===== config.mk =====
export PLATFORM = sky130hd
export DESIGN_NAME = ata_pio_timer
export DESIGN_NICKNAME = d
export VERILOG_FILES = /design/src/rtl/ata_pio_pkg.sv /design/src/rtl/ata_pio_mode_reg.sv /design/src/rtl/ata_pio_cycle_lut.sv /design/src/rtl/ata_pio_strobe_seq.sv /design/src/rtl/ata_pio_timer.sv
export SDC_FILE = /design/constraint.sdc
export NUM_CORES = 1
export LEC_CHECK = 0
export BUFFER_PORTS_ARGS = -buffer_cell sky130_fd_sc_hd__buf_4
export CAP_MARGIN = 40
export CORE_MARGIN = 8
export CORE_UTILIZATION = 65
export CTS_BUF_LIST = sky130_fd_sc_hd__clkbuf_4 sky130_fd_sc_hd__clkbuf_8 sky130_fd_sc_hd__clkbuf_16
export CTS_CLUSTER_SIZE = 16
export DETAILED_ROUTE_END_ITERATION = 10
export HOLD_SLACK_MARGIN = 0.06
export PLACE_DENSITY = 0.85
export SLEW_MARGIN = 5
export SYNTH_ARGS = -nofsm -noshare
export SYNTH_HDL_FRONTEND = slang
export SYNTH_SLANG_ARGS = --single-unit

===== constraint.sdc =====
create_clock -name clk -period 6.1 [get_ports clk]
set_input_delay 0.915 -clock clk [delete_from_list [all_inputs] [get_ports clk]]
set_output_delay 0.915 -clock clk [all_outputs]
set_load 0.02 [all_outputs]

===== src/rtl/ata_pio_pkg.sv =====
package ata_pio_pkg;

   localparam int unsigned MODE_W   = 3;
   localparam int unsigned NUM_CODE = 1 << MODE_W;
   localparam int unsigned NUM_FLD  = 2;   // 0: command class, 1: data register

   typedef logic [MODE_W-1:0] pio_code_t;

   typedef enum logic [1:0] {
      SEQ_IDLE    = 2'd0,
      SEQ_ASSERT  = 2'd1,
      SEQ_RECOVER = 2'd2
   } seq_state_t;

   // Minimum cycle time in picoseconds; unused codes map to the slowest one.
   function automatic int unsigned pio_min_ps(input int unsigned code);
      case (code)
         1:       return 383000;
         2:       return 330000;
         3:       return 180000;
         4:       return 120000;
         default: return 600000;
      endcase
   endfunction

   function automatic int unsigned div_up(input int unsigned num, input int unsigned den);
      return (num + den - 1) / den;
   endfunction

endpackage


===== src/rtl/ata_pio_mode_reg.sv =====
module ata_pio_mode_reg #(
   parameter int unsigned W = 3
) (
   input  logic         clk,
   input  logic         rst_n,
   input  logic         we_i,
   input  logic [W-1:0] d_i,
   output logic [W-1:0] q_o
);

   if (W == 0) begin : g_bad_w
      $error("ata_pio_mode_reg: W must be non-zero");
   end

   always_ff @(posedge clk or negedge rst_n) begin
      if (!rst_n)    q_o <= '0;
      else if (we_i) q_o <= d_i;
   end

   AST_FIELD_HOLD: assert property (@(posedge clk) disable iff (!rst_n)
      !we_i |=> (q_o == $past(q_o)));

endmodule


===== src/rtl/ata_pio_cycle_lut.sv =====
module ata_pio_cycle_lut
   import ata_pio_pkg::*;
#(
   parameter int unsigned CLK_PERIOD_PS = 10000,
   parameter int unsigned CNT_W         = 16
) (
   input  pio_code_t          code_i,
   output logic [CNT_W-1:0]   total_o,
   output logic [CNT_W-1:0]   active_o
);

   localparam int unsigned MAX_CYC = div_up(600000, CLK_PERIOD_PS);
   localparam int unsigned MIN_CYC = div_up(120000, CLK_PERIOD_PS);

   if (CLK_PERIOD_PS == 0) begin : g_bad_period
      $error("ata_pio_cycle_lut: CLK_PERIOD_PS must be non-zero");
   end
   if (MIN_CYC < 2) begin : g_too_slow
      $error("ata_pio_cycle_lut: clock too slow for a two-phase fastest cycle");
   end
   if (MAX_CYC >= (64'd1 << CNT_W)) begin : g_narrow
      $error("ata_pio_cycle_lut: CNT_W too narrow for slowest cycle count");
   end

   logic [CNT_W-1:0] tot_tab [NUM_CODE];
   logic [CNT_W-1:0] act_tab [NUM_CODE];

   for (genvar g = 0; g < NUM_CODE; g++) begin : g_code
      localparam int unsigned TOT = div_up(pio_min_ps(g), CLK_PERIOD_PS);
      localparam int unsigned ACT = (TOT + 1) / 2;
      assign tot_tab[g] = CNT_W'(TOT);
      assign act_tab[g] = CNT_W'(ACT);
   end

   assign total_o  = tot_tab[code_i];
   assign active_o = act_tab[code_i];

   always_comb begin
      AST_PHASES_NONEMPTY: assert (active_o != '0 && active_o < total_o);
   end

endmodule


===== src/rtl/ata_pio_strobe_seq.sv =====
module ata_pio_strobe_seq
   import ata_pio_pkg::*;
#(
   parameter int unsigned CNT_W = 16
) (
   input  logic             clk,
   input  logic             rst_n,
   input  logic             req_i,
   input  logic             rd_i,
   input  logic [CNT_W-1:0] total_i,
   input  logic [CNT_W-1:0] active_i,
   output logic             ready_o,
   output logic             dior_n_o,
   output logic             diow_n_o,
   output logic             done_o
);

   seq_state_t       state_q;
   logic [CNT_W-1:0] cnt_q;
   logic [CNT_W-1:0] rec_q;
   logic             rd_q;
   logic             accept;
   logic             last_clk;

   assign accept   = req_i && (state_q == SEQ_IDLE);
   assign last_clk = (cnt_q == CNT_W'(1));

   always_ff @(posedge clk or negedge rst_n) begin
      if (!rst_n) begin
         state_q <= SEQ_IDLE;
         cnt_q   <= '0;
         rec_q   <= '0;
         rd_q    <= 1'b0;
         done_o  <= 1'b0;
      end else begin
         done_o <= 1'b0;
         case (state_q)
            SEQ_IDLE: begin
               if (accept) begin
                  state_q <= SEQ_ASSERT;
                  cnt_q   <= active_i;
                  rec_q   <= total_i - active_i;
                  rd_q    <= rd_i;
               end
            end
            SEQ_ASSERT: begin
               if (last_clk) begin
                  state_q <= SEQ_RECOVER;
                  cnt_q   <= rec_q;
               end else begin
                  cnt_q <= cnt_q - 1'b1;
               end
            end
            SEQ_RECOVER: begin
               if (last_clk) begin
                  state_q <= SEQ_IDLE;
                  cnt_q   <= '0;
                  done_o  <= 1'b1;
               end else begin
                  cnt_q <= cnt_q - 1'b1;
               end
            end
            default: begin
               state_q <= SEQ_IDLE;
               cnt_q   <= '0;
            end
         endcase
      end
   end

   assign ready_o  = (state_q == SEQ_IDLE);
   assign dior_n_o = !((state_q == SEQ_ASSERT) &&  rd_q);
   assign diow_n_o = !((state_q == SEQ_ASSERT) && !rd_q);

   AST_ACCEPT_BUSY: assert property (@(posedge clk) disable iff (!rst_n)
      (req_i && ready_o) |=> !ready_o);

   AST_DONE_SINGLE: assert property (@(posedge clk) disable iff (!rst_n)
      done_o |=> !done_o);

   AST_DONE_FOLLOWS_BUSY: assert property (@(posedge clk) disable iff (!rst_n)
      done_o |-> (ready_o && $past(!ready_o)));

   AST_NO_REASSERT: assert property (@(posedge clk) disable iff (!rst_n)
      (state_q == SEQ_RECOVER) |=> (dior_n_o && diow_n_o));

   AST_DIR_STABLE: assert property (@(posedge clk) disable iff (!rst_n)
      (!ready_o && $past(!ready_o)) |-> $stable(rd_q));

   AST_CNT_LIVE: assert property (@(posedge clk) disable iff (!rst_n)
      (state_q != SEQ_IDLE) |-> (cnt_q != '0));

endmodule


===== src/rtl/ata_pio_timer.sv =====
module ata_pio_timer
   import ata_pio_pkg::*;
#(
   parameter int unsigned CLK_PERIOD_PS = 10000,
   parameter int unsigned CNT_W         = 16
) (
   input  logic       clk,
   input  logic       rst_n,
   input  logic       cmd_mode_we_i,
   input  logic [2:0] cmd_mode_i,
   input  logic       dat_mode_we_i,
   input  logic [2:0] dat_mode_i,
   input  logic       req_i,
   input  logic       is_data_i,
   input  logic       rd_i,
   output logic       ready_o,
   output logic       dior_n_o,
   output logic       diow_n_o,
   output logic       done_o
);

   logic      fld_we [NUM_FLD];
   pio_code_t fld_d  [NUM_FLD];
   pio_code_t fld_q  [NUM_FLD];

   assign fld_we[0] = cmd_mode_we_i;
   assign fld_d[0]  = cmd_mode_i;
   assign fld_we[1] = dat_mode_we_i;
   assign fld_d[1]  = dat_mode_i;

   for (genvar f = 0; f < NUM_FLD; f++) begin : g_fld
      ata_pio_mode_reg #(.W(MODE_W)) u_fld (
         .clk   (clk),
         .rst_n (rst_n),
         .we_i  (fld_we[f]),
         .d_i   (fld_d[f]),
         .q_o   (fld_q[f])
      );
   end

   pio_code_t        sel_code;
   logic [CNT_W-1:0] total;
   logic [CNT_W-1:0] active;

   assign sel_code = is_data_i ? fld_q[1] : fld_q[0];

   ata_pio_cycle_lut #(
      .CLK_PERIOD_PS (CLK_PERIOD_PS),
      .CNT_W         (CNT_W)
   ) u_lut (
      .code_i   (sel_code),
      .total_o  (total),
      .active_o (active)
   );

   ata_pio_strobe_seq #(.CNT_W(CNT_W)) u_seq (
      .clk      (clk),
      .rst_n    (rst_n),
      .req_i    (req_i),
      .rd_i     (rd_i),
      .total_i  (total),
      .active_i (active),
      .ready_o  (ready_o),
      .dior_n_o (dior_n_o),
      .diow_n_o (diow_n_o),
      .done_o   (done_o)
   );

   AST_ONE_STROBE: assert property (@(posedge clk) disable iff (!rst_n)
      (dior_n_o || diow_n_o));

   AST_STROBE_MEANS_BUSY: assert property (@(posedge clk) disable iff (!rst_n)
      (!dior_n_o || !diow_n_o) |-> !ready_o);

endmodule


# Word level (Yosys, flattened, before mapping)
# Memory sizes are Yosys's and may differ from the RTL's.
# Index checks and enable logic that the tools add are counted.
dict set report totals {
  output_inout_bits 4
  mem_count 2
  romBits 256
  inputBits 13
  regBits 42
  word_cells 43
}
# memory depth width read_ports rd_ports_with_merged_regs write_ports line
set mem_list {}
lappend mem_list {{(no name shown)} 8 16 1 0 0 ata_pio_cycle_lut.sv:35} ;# assign total_o = tot_tab[code_i];
lappend mem_list {{(no name shown)} 8 16 1 0 0 ata_pio_cycle_lut.sv:36} ;# assign active_o = act_tab[code_i];
dict set report classes {
  n_mux 15
  n_lt_le_gt_ge 1
  n_reduce_logical 9
  n_addsub 2
  eq_ne 6
  bitwise_logic 1
}
# op count
set op_table {}
lappend op_table {{two-way mux 16 bit} 7}
lappend op_table {{case mux 16 bit (3 select lines)} 1}
lappend op_table {{== test 16 x 1 -> 1 bit (second input constant)} 1}
lappend op_table {{subtractor 16 x 1 -> 16 bit (second input constant)} 1}
lappend op_table {{subtractor 16 bit} 1}
lappend op_table {{two-way mux 2 bit} 3}
lappend op_table {{inequality test 2 x 1 -> 1 bit (second input constant)} 3}
lappend op_table {{case mux 2 bit (3 select lines)} 1}
lappend op_table {{>= comparator 4 bit (second input constant)} 1}
lappend op_table {{inverter 3 -> 4 bit} 1}
lappend op_table {{logical AND 1 bit} 3}
lappend op_table {{logical NOT 1 bit} 3}
lappend op_table {{two-way mux 3 bit} 1}
lappend op_table {{AND reduction 3 bit} 1}
lappend op_table {{== test 2 x 1 -> 1 bit (second input constant)} 1}
lappend op_table {{== test 2 bit (second input constant)} 1}
lappend op_table {{logical NOT 2 bit} 1}
lappend op_table {{two-way mux 1 bit} 2}
lappend op_table {{AND reduction 2 bit} 1}

# Depth between registers and ports, before layout
dict set report logic_depth {
  ltp_word 7
  mapped_depth 11
  mapped_depth_nobuf 11
}

# Cells and area by module
# Synthesis repeated with hierarchy kept, for this count alone.
dict set report hier_totals {
  hier_cells 395
  area_unflattened_um2 3409.5
}
# module cells_per_inst instances area_each_um2 seq_area_each_um2
set modules_own_cells {}
lappend modules_own_cells {ata_pio_strobe_seq 342 1 2870.3 900.9}
lappend modules_own_cells {ata_pio_cycle_lut 38 1 287.8 0.0}
lappend modules_own_cells {ata_pio_mode_reg 6 2 108.9 75.1}
lappend modules_own_cells {ata_pio_timer 3 1 33.8 0.0}

# Least setup slack after synthesis
# OpenSTA, ideal clock, no wires.
dict set report synth_path {
  kind {input -> register}
  start {input port is_data_i}
  end {register u_seq.rec_q[5]}
  path_buffers 0
  slack_ps 3235
  setup_ps 83
  arrival_time_ps 2782
  cell_stages 9
  required_ps 6017
  path_cell_list {mux2i_1 -> ha_1 -> mux2i_1 -> inv_1 -> ha_1 -> a21o_1 -> a21oi_1 -> ha_1 -> o21ai_0}
}
dict set report synth_between {
  elab_chain_len 6
  word_cells_on_any_way 9
  classes_between {1 x add/sub; 5 x mux; 1 x bitwise; 2 x memory}
}
# element line
set synth_rtl {}
lappend synth_rtl {{start: declaration} ata_pio_timer.sv:14} ;# input logic is_data_i,
lappend synth_rtl {{two-way mux 3 bit *} ata_pio_timer.sv:45} ;# assign sel_code = is_data_i ? fld_q[1] : fld_q[0];
lappend synth_rtl {{inverter 3 -> 4 bit (implied by the code) *} {ata_pio_cycle_lut.sv:35, ata_pio_cycle_lut.sv:36}}
lappend synth_rtl {{memory read (8 x 16 bit) (on tied branches)} n/a}
lappend synth_rtl {{two-way mux 16 bit (on tied branches) (2 in a row)} {ata_pio_cycle_lut.sv:35, ata_pio_cycle_lut.sv:36}}
lappend synth_rtl {{subtractor 16 bit *} ata_pio_strobe_seq.sv:42} ;# rec_q <= total_i - active_i;
lappend synth_rtl {{end signal: assignment} ata_pio_strobe_seq.sv:42}
lappend synth_rtl {{end: declaration} ata_pio_strobe_seq.sv:20} ;# logic [CNT_W-1:0] rec_q;
# Every way passes the cells marked *; elsewhere a longest branch is shown, timed or not. The select of a mux whose other input is x is not followed.
# A chain may end at the register's enable or synchronous reset.

# Worst setup path in the final report
dict set report layout_path {
  start {register u_seq.state_q[0]}
  end {output port dior_n_o}
}
dict set report layout_between {
  elab_chain_len 3
}
# element line
set layout_rtl {}
lappend layout_rtl {{start: declaration} ata_pio_strobe_seq.sv:18} ;# seq_state_t state_q;
lappend layout_rtl {{start signal: assignment} ata_pio_strobe_seq.sv:30} ;# state_q <= SEQ_IDLE;
lappend layout_rtl {{start signal: assignment} ata_pio_strobe_seq.sv:40} ;# state_q <= SEQ_ASSERT;
lappend layout_rtl {{start signal: assignment} ata_pio_strobe_seq.sv:48} ;# state_q <= SEQ_RECOVER;
lappend layout_rtl {{== test 2 x 1 -> 1 bit} ata_pio_strobe_seq.sv:72} ;# assign dior_n_o = !((state_q == SEQ_ASSERT) && rd_q);
lappend layout_rtl {{logical AND 1 bit} ata_pio_strobe_seq.sv:72}
lappend layout_rtl {{logical NOT 1 bit} ata_pio_strobe_seq.sv:72}
lappend layout_rtl {{end: declaration} ata_pio_timer.sv:17} ;# output logic dior_n_o,
# No other way between the ends.

==> impl_metrics.env <==
export IMPL_status="complete, no violations"
export IMPL_syn_nets=272
export IMPL_stdcell_area_um2=2600
export IMPL_drive_gt1_share_pct=17.9
export IMPL_postCtsSetupBuffers=0
export IMPL_cts_max_level=2
export IMPL_yosys_warnings=0
export IMPL_power_mw=1.00
export IMPL_netlist_area_um2=2380
export IMPL_place_inst=302
export IMPL_synth_top_family_by_area="simple AND/OR/NAND/NOR gates"
export IMPL_slew_headroom_pct=50.9
export IMPL_initial_utilization_pct=66.5
export IMPL_synthToLayoutAreaGrowth_pct=9.09
export IMPL_p_leak_nw=1.18
export IMPL_dp_hpwl_um=3980
export IMPL_clock_latency_ns=0.36
export IMPL_layout_setup_ws_ns=3.19
export IMPL_cts_tree="done"
export IMPL_ant_nets=0
export IMPL_p_int_mw=0.603
export IMPL_dieArea_um2=5860
export IMPL_io_buffers=16
export IMPL_layout_common_cells="dfrtp_1 (37), nand2_1 (26), o21ai_0 (23), nor2_1 (17), buf_4 (16)"
export IMPL_synth_compound_area_share_pct=19.8
export IMPL_wirelength_um=5480
export IMPL_grt_max_degree=38
export IMPL_routed_via_density=6.36
export IMPL_synth_xor_area_share_pct=1.47
export IMPL_yosys_area_share_simple_pct=20.6
export IMPL_sequentialPowerShare_pct=44.9
export IMPL_hold_viol_final=0
export IMPL_fin_tns_setup_ns=0
export IMPL_cts_sinks=37
export IMPL_hold_class="in -> async"
export IMPL_first_pass_iters=4
export IMPL_final_cells=310
export IMPL_p_clk_share_pct=17.8
export IMPL_cp_max_fo=16
export IMPL_final_common_cell="dfrtp_1"
export IMPL_syn_inst=246
export IMPL_fin_crit_sh_pct=47.7
export IMPL_die_w_um=76.5
export IMPL_p_comb_share_pct=37.4
export IMPL_reg2reg_slack_ns=3.55
export IMPL_synth_edff_count=0
export IMPL_maxCapViolCount=0
export IMPL_min_period_ns=2.91
export IMPL_skew_ns=0.0149
export IMPL_drt_initial_drc_count=273
export IMPL_switching_share_pct=39.9
export IMPL_ys_seq_area_share_pct=38.9
export IMPL_critPathKind="reg -> out"
export IMPL_cts_resized_gates=0
export IMPL_clock_path_buffers=2
export IMPL_fin_nets=287
export IMPL_reg2regPathDepth=9
export IMPL_ios=17
export IMPL_rows=22
export IMPL_core_um2=3580
export IMPL_fmax_mhz=344
export IMPL_cp_start_kind="flop"
export IMPL_rsz0062_at_grt="no"
export IMPL_required_ns=5.18
export IMPL_die_height_um=76.5
export IMPL_grt_pass1_wl_um=9530
export IMPL_gp_congestion=0.921
export IMPL_grt_pass1_vias=1980
export IMPL_vdd_drop_max_uv=208
export IMPL_maxSlewViolCount=0
export IMPL_syn_avg_cell_area_um2=9.68
export IMPL_grt_usage_pct=19.4
export IMPL_placed_cell_area_um2=2510
export IMPL_synthMuxAreaShare_pct=7.25
export IMPL_synth_seq_cells=37
export IMPL_place_ws_ns=2.85
export IMPL_setup_viol=0
export IMPL_wl_per_cell_um=17.7
export IMPL_reg2reg_to="u_seq.rec_q[5]$_DFFE_PN0P_"
export IMPL_worst_pin_slew_ns=0.735
export IMPL_timing_rr_start="g_fld[1].u_fld.q_o[0]$_DFFE_PN0P_"
export IMPL_antenna_found_initial=0
export IMPL_root_buffer="clkbuf_4"
export IMPL_synth_cell_types=55
export IMPL_cellPowerDensity_nw_per_um2=386
export IMPL_synthAdderAreaFrac_pct=7.46
export IMPL_cp_arrival_ns=1.99
export IMPL_grt_ovfl_total=0
export IMPL_drc_errors=0
export IMPL_ctsHoldBuffers=0
export IMPL_cts_buffers=5
export IMPL_n_antenna_cell=0
export IMPL_ys_async_sr_fraction_pct=100
export IMPL_power_switching_mw=0.400
export IMPL_end_kind="output pin"
export IMPL_clk_pin_slew_ns=0.13
export IMPL_synthFlopType="dfrtp_1"
export IMPL_num_vias=1973
==> how the worst max path moves through the flow <==
stage / start / end / cells after the start
after global routing: u_seq.state_q[0]$_DFFE_PN0P_ / dior_n_o / 3
after CTS: is_data_i / u_seq.rec_q[5]$_DFFE_PN0P_ / 10
after global placement: is_data_i / u_seq.rec_q[5]$_DFFE_PN0P_ / 10
after detailed placement: is_data_i / u_seq.rec_q[5]$_DFFE_PN0P_ / 10
after floorplan: is_data_i / u_seq.rec_q[5]$_DFFE_PN0P_ / 9
final: u_seq.state_q[0]$_DFFE_PN0P_ / dior_n_o / 3
==> worst max-delay path: stages (launching register included) <==
cell     delay [ns]
dfrtp_1        0.67
nor2b_1        0.67
nand2_1        0.11
buf_4          0.18
==> per-layer routing <==
layer	vias up	global-route usage, %	wire length, um
met4	0	6.15	78
met1	965	24.7	2380
li1	930	-	-
met5	-	0	0
met3	10	4.95	335
met2	68	31.4	2680
==> power by group through the flow <==
stage | registers [mW] | clock network, mW | logic [mW]
floorplan | 0.417 | 0 | 0.294
global placement | 0.444 | 0 | 0.362
detailed placement | 0.449 | 0 | 0.369
CTS | 0.445 | 0.180 | 0.374
global route | 0.460 | 0.190 | 0.420
finish | 0.450 | 0.178 | 0.375
==> layout make-up <==
| type | instances | area [um^2] |
|---|---|---|
| clock buffer | 6 | 45.0 |
| clock inverter | 2 | 38.8 |
| fill | 269 | 981 |
| inverter | 15 | 56.3 |
| multi-input combinational | 185 | 1350 |
| sequential | 37 | 926 |
| tap | 48 | 60.1 |
| timing repair buffer | 17 | 125 |
==> sequential cells by signal, summed over array words and instances (netlist names) <==
signal,cells
u_seq.rd_q,1
u_seq.cnt_q,16
u_seq.state_q,2
u_seq.rec_q,11
g_fld.u_fld.q_o,6
u_seq.done_o,1
==> Yosys cell counts (4+ instances only) <==
| master | instances | area, um^2 |
|---|---|---|
| o21ai_0 | 23 | 115 |
| mux2_2 | 10 | 113 |
| or3_1 | 4 | 25.0 |
| nand2b_1 | 4 | 25.0 |
| a211oi_1 | 4 | 30.0 |
| ha_1 | 11 | 138 |
| inv_1 | 15 | 56.3 |
| xor2_1 | 4 | 35.0 |
| nor3_1 | 5 | 25.0 |
| mux2i_1 | 6 | 60.1 |
| a21o_1 | 4 | 30.0 |
| nand4_1 | 4 | 25.0 |
| a21oi_1 | 9 | 45.0 |
| dfrtp_1 | 37 | 926 |
| nand2_1 | 26 | 97.6 |
| clkbuf_1 | 4 | 15.0 |
| nor2_1 | 17 | 63.8 |
==> stage by stage <==
step / util, % / hold slack [ns]
after floorplan: - / 0.442
after global placement: 70.1 / 0.463
after detailed placement: 70.2 / 0.471
after CTS: 72.6 / 0.501
after global routing: 72.6 / 0.523
final: 72.6 / 0.499
==> logic make-up after synthesis <==
family,count (synthesis)
adders and majority gates,13
AOI/OAI and AO/OA,67
DFF,37
xor gates and xnor gates,4
and+or+nand+nor,85
muxes,16
buffers and inverters,24
Note: power is estimated with default switching activity, not from simulation.
